--- config.mk ---
export PLATFORM = sky130hd
export DESIGN_NAME = mbar_ctrl
export DESIGN_NICKNAME = d
export VERILOG_FILES = /design/src/rtl/mbar_pkg.sv /design/src/rtl/mbar_hint_decode.sv /design/src/rtl/mbar_drain_check.sv /design/src/rtl/mbar_ctrl.sv
export SDC_FILE = /design/constraint.sdc
export NUM_CORES = 1
export LEC_CHECK = 0
export ABC_AREA = 1
export CAP_MARGIN = 20
export CORE_MARGIN = 5
export CORE_UTILIZATION = 33
export CTS_CLUSTER_DIAMETER = 120
export DETAILED_ROUTE_END_ITERATION = 6
export PLACE_DENSITY = 0.82
export REMOVE_ABC_BUFFERS = 1
export SLEW_MARGIN = 20
export SYNTH_ARGS = -nofsm -noshare
export SYNTH_HDL_FRONTEND = slang
export SYNTH_SLANG_ARGS = --single-unit
--- constraint.sdc ---
create_clock -name clk -period 2.5 [get_ports clk]
set_input_delay 0.5 -clock clk [delete_from_list [all_inputs] [get_ports clk]]
set_output_delay 0.5 -clock clk [all_outputs]
set_load 0.01 [all_outputs]
--- src/rtl/mbar_pkg.sv ---
package mbar_pkg;

    localparam int HINT_W = 15;
    localparam logic [HINT_W-1:0] HINT_SAME_ADDR_RAR = 15'h700;

    // Decoded barrier configuration, held for the life of one barrier
    typedef struct packed {
        logic same_addr;   // same-address read-after-read only
        logic completion;  // 1: wait on counters, 0: wait on accept flags
        logic prev_rd;
        logic prev_wr;
        logic succ_rd;
        logic succ_wr;
    } bar_cfg_t;

    typedef enum logic {
        ST_IDLE = 1'b0,
        ST_WAIT = 1'b1
    } bar_state_e;

    function automatic bar_cfg_t decode_hint(input logic [HINT_W-1:0] hint,
                                             input logic legacy);
        bar_cfg_t c;
        if (legacy) begin
            c = '{same_addr: 1'b0, completion: 1'b1, prev_rd: 1'b1,
                  prev_wr: 1'b1, succ_rd: 1'b1, succ_wr: 1'b1};
        end else if (hint == HINT_SAME_ADDR_RAR) begin
            c = '{same_addr: 1'b1, completion: 1'b0, prev_rd: 1'b1,
                  prev_wr: 1'b0, succ_rd: 1'b1, succ_wr: 1'b0};
        end else begin
            // selector bits are active low
            c.same_addr  = 1'b0;
            c.completion = ~hint[4];
            c.prev_rd    = ~hint[3];
            c.prev_wr    = ~hint[2];
            c.succ_rd    = ~hint[1];
            c.succ_wr    = ~hint[0];
        end
        return c;
    endfunction

endpackage

--- src/rtl/mbar_hint_decode.sv ---
module mbar_hint_decode
    import mbar_pkg::*;
(
    input  logic [HINT_W-1:0] hint,
    input  logic              legacy,
    output bar_cfg_t          cfg
);

    always_comb begin
        cfg = decode_hint(hint, legacy);
    end

endmodule

--- src/rtl/mbar_drain_check.sv ---
module mbar_drain_check
    import mbar_pkg::*;
#(
    parameter int CNT_W = 6
) (
    input  bar_cfg_t         cfg,
    input  logic [CNT_W-1:0] rd_cnt,
    input  logic [CNT_W-1:0] wr_cnt,
    input  logic             rd_acked,
    input  logic             wr_acked,
    input  logic             succ_is_read,
    input  logic             addr_hit,
    output logic             drained,
    output logic             hold_rd,
    output logic             hold_wr
);

    localparam int NUM_LANES = 2;  // lane 0: reads, lane 1: writes

    logic [CNT_W-1:0]     lane_cnt [NUM_LANES];
    logic [NUM_LANES-1:0] lane_ack;
    logic [NUM_LANES-1:0] lane_sel;
    logic [NUM_LANES-1:0] lane_ok;
    logic                 all_ok;
    logic                 collision;

    assign lane_cnt[0] = rd_cnt;
    assign lane_cnt[1] = wr_cnt;
    assign lane_ack    = {wr_acked, rd_acked};
    assign lane_sel    = {cfg.prev_wr, cfg.prev_rd};

    generate
        for (genvar i = 0; i < NUM_LANES; i++) begin : g_lane
            always_comb begin
                if (!lane_sel[i]) begin
                    lane_ok[i] = 1'b1;
                end else if (cfg.completion) begin
                    lane_ok[i] = (lane_cnt[i] == '0);
                end else begin
                    lane_ok[i] = lane_ack[i];
                end
            end
        end
    endgenerate

    assign all_ok    = &lane_ok;
    assign collision = succ_is_read & addr_hit;

    always_comb begin
        if (cfg.same_addr) begin
            drained = ~collision;
            hold_rd = collision;
            hold_wr = 1'b0;
        end else begin
            drained = all_ok;
            hold_rd = cfg.succ_rd & ~all_ok;
            hold_wr = cfg.succ_wr & ~all_ok;
        end
    end

endmodule

--- src/rtl/mbar_ctrl.sv ---
module mbar_ctrl
    import mbar_pkg::*;
#(
    parameter int CNT_W = 6
) (
    input  logic              clk,
    input  logic              rst,
    input  logic              req_valid,
    input  logic [HINT_W-1:0] req_hint,
    input  logic              legacy_mode,
    input  logic [CNT_W-1:0]  rd_outstanding,
    input  logic [CNT_W-1:0]  wr_outstanding,
    input  logic              rd_accepted,
    input  logic              wr_accepted,
    input  logic              succ_is_read,
    input  logic              same_addr_hit,
    output logic              block_rd,
    output logic              block_wr,
    output logic              bar_done
);

    bar_state_e state_q;
    bar_cfg_t   cfg_new;
    bar_cfg_t   cfg_q;
    logic       drained;
    logic       hold_rd;
    logic       hold_wr;
    logic       in_wait;

    mbar_hint_decode u_decode (
        .hint   (req_hint),
        .legacy (legacy_mode),
        .cfg    (cfg_new)
    );

    mbar_drain_check #(.CNT_W(CNT_W)) u_drain (
        .cfg          (cfg_q),
        .rd_cnt       (rd_outstanding),
        .wr_cnt       (wr_outstanding),
        .rd_acked     (rd_accepted),
        .wr_acked     (wr_accepted),
        .succ_is_read (succ_is_read),
        .addr_hit     (same_addr_hit),
        .drained      (drained),
        .hold_rd      (hold_rd),
        .hold_wr      (hold_wr)
    );

    always_ff @(posedge clk) begin
        if (rst) begin
            state_q <= ST_IDLE;
            cfg_q   <= '0;
        end else begin
            case (state_q)
                ST_IDLE: begin
                    if (req_valid) begin
                        state_q <= ST_WAIT;
                        cfg_q   <= cfg_new;
                    end
                end
                ST_WAIT: begin
                    if (drained) begin
                        state_q <= ST_IDLE;
                    end
                end
                default: state_q <= ST_IDLE;
            endcase
        end
    end

    assign in_wait  = (state_q == ST_WAIT);
    assign bar_done = in_wait & drained;
    assign block_rd = in_wait & hold_rd;
    assign block_wr = in_wait & hold_wr;

    // the done pulse lasts one cycle and leaves everything released
    a_r8_done_single: assert property (@(posedge clk) disable iff (rst)
        bar_done |=> (!bar_done && !block_rd && !block_wr));

    // no block is raised in the completion cycle
    a_r8_release_on_done: assert property (@(posedge clk) disable iff (rst)
        bar_done |-> (!block_rd && !block_wr));

    // idle controller drives nothing
    a_r9_idle_quiet: assert property (@(posedge clk) disable iff (rst)
        (state_q == ST_IDLE) |-> (!block_rd && !block_wr && !bar_done));

    // a completion barrier on earlier reads ends only with no read outstanding
    a_r2_reads_drained: assert property (@(posedge clk) disable iff (rst)
        (bar_done && cfg_q.completion && cfg_q.prev_rd && !cfg_q.same_addr)
            |-> (rd_outstanding == '0));

    // the same-address code never holds writes
    a_r6_no_write_hold: assert property (@(posedge clk) disable iff (rst)
        (in_wait && cfg_q.same_addr) |-> !block_wr);

    // legacy acceptance yields a full completion barrier
    a_r7_legacy_full: assert property (@(posedge clk) disable iff (rst)
        (state_q == ST_IDLE && req_valid && legacy_mode)
            |=> (cfg_q.completion && cfg_q.prev_rd && cfg_q.prev_wr &&
                 cfg_q.succ_rd && cfg_q.succ_wr && !cfg_q.same_addr));

endmodule

==> results.py <==
metrics = {
    "timing": {
        "fin_ws_ns": 0.194,
        "finalHoldViolations": 0,
        "setup_viol": 0,
        "clock_skew_ns": 0.00144,
        "fin_tns_setup_ns": 0,
        "slew-limit-headroom_pct": 83.6,
        "rsz0062_at_grt": "no",
        "min_period_over_period_pct": 92.2,
        "tightest_slew_ns": 0.244,
        "max_freq_mhz": 434,
        "maxSlewViolCount": 0,
        "hold_ws_ns": 0.490,
        "fin_crit_ns": 2.31,
    },
    "clock_tree": {
        "clk_pin_slew_ns": 0.05,
        "cts_max_path_buffers": 2,
        "cts.sinks": 7,
        "numCtsBuffers": 3,
        "clk-insertion-delay-late_ns": 0.25,
        "cts_tree": "yes",
        "htreeDepth": 1,
        "cts_root_buffer": "clkbuf_4",
        "ctsHoldBuffers": 0,
        "post-cts-setup-buffers": 0,
    },
    "global_route": {
        "antenna_found_initial": 0,
        "grt_usage_pct": 12.2,
        "grt_pass1_vias": 574,
        "grt_pass1_wl_microns": 1970,
        "grt_max_degree": 7,
        "overflow": 0,
    },
    "synthesis": {
        "ys_seq_elements": 7,
        "synth.most_common_cell": "nand2_1",
        "synth_enable_flop_cells": 0,
        "yosys.area.top_type": "dfxtp_1",
        "yosysWarningCount": 0,
        "yosys-top-cells-count": "nand2_1, inv_1, nor2_1",
        "yosysTopAreaCellShare_pct": 30.5,
        "ys_top_cells_by_area": "dfxtp_1, nand2_1, inv_1",
        "synth_flop_cell": "dfxtp_1",
        "synth.avg_cell_area_sq_um": 6.04,
        "seq_area_frac_synth_pct": 30.5,
        "synthArstFlopShare_pct": 0,
        "syn_inst": 76,
        "syn-cell-area_sq_um": 459,
        "yosysUniqueCellTypes": 14,
    },
    "min_path": {
        "min_from": "cfg_q[1]",
        "hold_path_end": "cfg_q[1]",
        "hold_class": "reg2reg",
        "hold_depth": 2,
    },
    "pwr": {
        "ir_drop_mv": 0.248,
        "p_leak_nw": 0.413,
        "p_clk_share_pct": 31.6,
        "power_switching_w": 0.0000808,
        "switching_share_pct": 24.8,
        "intPower_w": 0.000245,
        "power_density_nw_per_um2": 370,
        "p_comb_share_pct": 30.2,
        "power_frac_seq_pct": 38.3,
    },
    "place": {
        "hpwlAfterDp_microns": 1150,
        "place_congestion": 0.795,
        "dp_worst_setup_slack_ns": -0.114,
        "portBuffers": 37,
    },
    "detailed_routing": {
        "wl_per_cell_microns": 9.23,
        "postRouteAntennaNets": 0,
        "routed_via_density": 4.55,
        "dr.pass1.iters": 3,
        "dr.first_iter.drc_count": 7,
        "via_count": 605,
        "drc": 0,
        "wirelength_microns": 1230,
    },
    "critical_path": {
        "r2r-end": "in_wait",
        "r2r_cells": 10,
        "crit_top_cell": "nand2_1",
        "endpoint_kind": "output pin",
        "crit_path_start_kind": "primary input",
        "critPathSlowestCell": "clkdlybuf4s50_1",
        "required_ns": 2.00,
        "worstPathMaxFanout": 2,
        "r2r_start": "cfg_q[4]",
        "path_class": "in2out",
        "cp.arrival_ns": 1.81,
        "critPathMaxStageDelay_ns": 0.45,
        "regToRegSetupSlack_ns": 1.33,
        "path_cells": "clkdlybuf4s50_1 -> inv_1 -> nand2_1 -> nor2_1 -> nand2_1 -> nand2_1 -> nand2_1 -> nand2_2 -> nand2_2 -> nand2_2 -> a21oi_1 -> dlygate4sd2_1",
    },
    "finish": {
        "drive_gt1_share_pct": 11.0,
        "fin_nets": 154,
        "area.growth.synth_to_final_pct": 92.1,
        "num_antenna_cells": 0,
        "n_fill_cell": 134,
        "utilization_pct": 67.8,
    },
    "floorplan": {
        "fp.dieH_microns": 47.3,
        "die_area_sq_um": 2240,
        "ios": 38,
        "start_util_pct": 35.3,
        "rows": 13,
        "core_area_sq_um": 1300,
        "die_w_microns": 47.3,
    },
    "outcome": {
        "status": "finished, final reports clean",
    },
    "flow_run": {
        "cap_violations": 0,
    },
}
## sequential cells by signal, indices dropped and copies added (netlist names)
| name | cells |
|---|---|
| cfg_q | 6 |
| in_wait | 1 |
## worst max-delay path by stage
stage,from,end,slack [ns],cells past startpoint
after floorplan,rd_outstanding[0],block_rd,0.87,10
after global placement,rd_outstanding[0],block_rd,-0.07,12
after detailed placement,wr_outstanding[4],block_rd,-0.11,12
after CTS,wr_outstanding[4],block_wr,0.06,10
after global routing,wr_outstanding[0],block_rd,0.08,12
final,wr_outstanding[4],block_rd,0.19,12
## routing by layer
layer  GRT usage (%)  wire [microns]  vias to the layer above
met5               0               0                        -
met4            4.97              19                        0
met3            3.83             184                        3
met2            24.6             599                       29
met1            10.9             425                      255
li1                -               -                      318
## per-stage QoR
| stage | instances | total power [W] | cell area, sq um |
|---|---|---|---|
| after CTS | 133 | 0.000327 | 880 |
| after detailed placement | 129 | 0.000228 | 856 |
| after global placement | 129 | 0.000226 | 856 |
| after global routing | 133 | 0.000344 | 882 |
| after floorplan | 76 | 0.000161 | 459 |
| final | 133 | 0.000326 | 882 |
## worst max-delay path, delay by kind of cell
family | cells | cell delay [ns]
AO/OA/AOI/OAI | 1 | 0.10
buffers and inverters | 3 | 0.77
AND/OR/NAND/NOR | 8 | 0.44
## cell usage in the layout, fill, tap and decap left out
cell             Yosys  final
a21boi_2             1      1
a21oi_1              2      2
a21oi_2              2      2
a221oi_1             2      2
buf_4                0      1
clkbuf_1             0      1
clkbuf_4             0      3
clkdlybuf4s50_1      0     34
dfxtp_1              7      7
dlygate4sd2_1        0      2
dlymetal6s2s_1       0      1
inv_1               17     17
inv_2                1      1
nand2_1             19     19
nand2_2              4      4
nand3_1              3      3
nor2_1              12     12
nor2_4               1      1
nor4_1               2      2
o21ai_0              3      3
## power groups by stage
stage | Sequential, W | Clock (W) | Combinational (W)
global route | 0.000126 | 0.000109 | 0.000108
detailed placement | 0.000127 | 0 | 0.000101
global placement | 0.000127 | 0 | 0.0000988
finish | 0.000125 | 0.000103 | 0.0000984
CTS | 0.000125 | 0.000103 | 0.0000999
floorplan | 0.000126 | 0 | 0.0000356
## what timing repair did
| action | CTS | global route |
|---|---|---|
| gates resized for setup | 2 | 1 |
| endpoints found under the setup margin | 2 | 1 |
| pin swaps | 0 | 0 |
## layout make-up
class,count,area (sq um),share of cell area (%)
Inverter,18,67.6,7.66
Multi-Input combinational cell,51,251,28.5
Tap cell,15,18.8,2.13
Timing Repair Buffer,38,378,42.8
Sequential cell,7,140,15.9
Clock buffer,4,26.3,2.98
## cell families after synthesis
family	Yosys count	synth area share (%)
compound gates	10	15.5
buf+inv	18	14.7
simple gates	41	39.2
flops	7	30.5
Note: power is estimated with default switching activity, not from simulation.
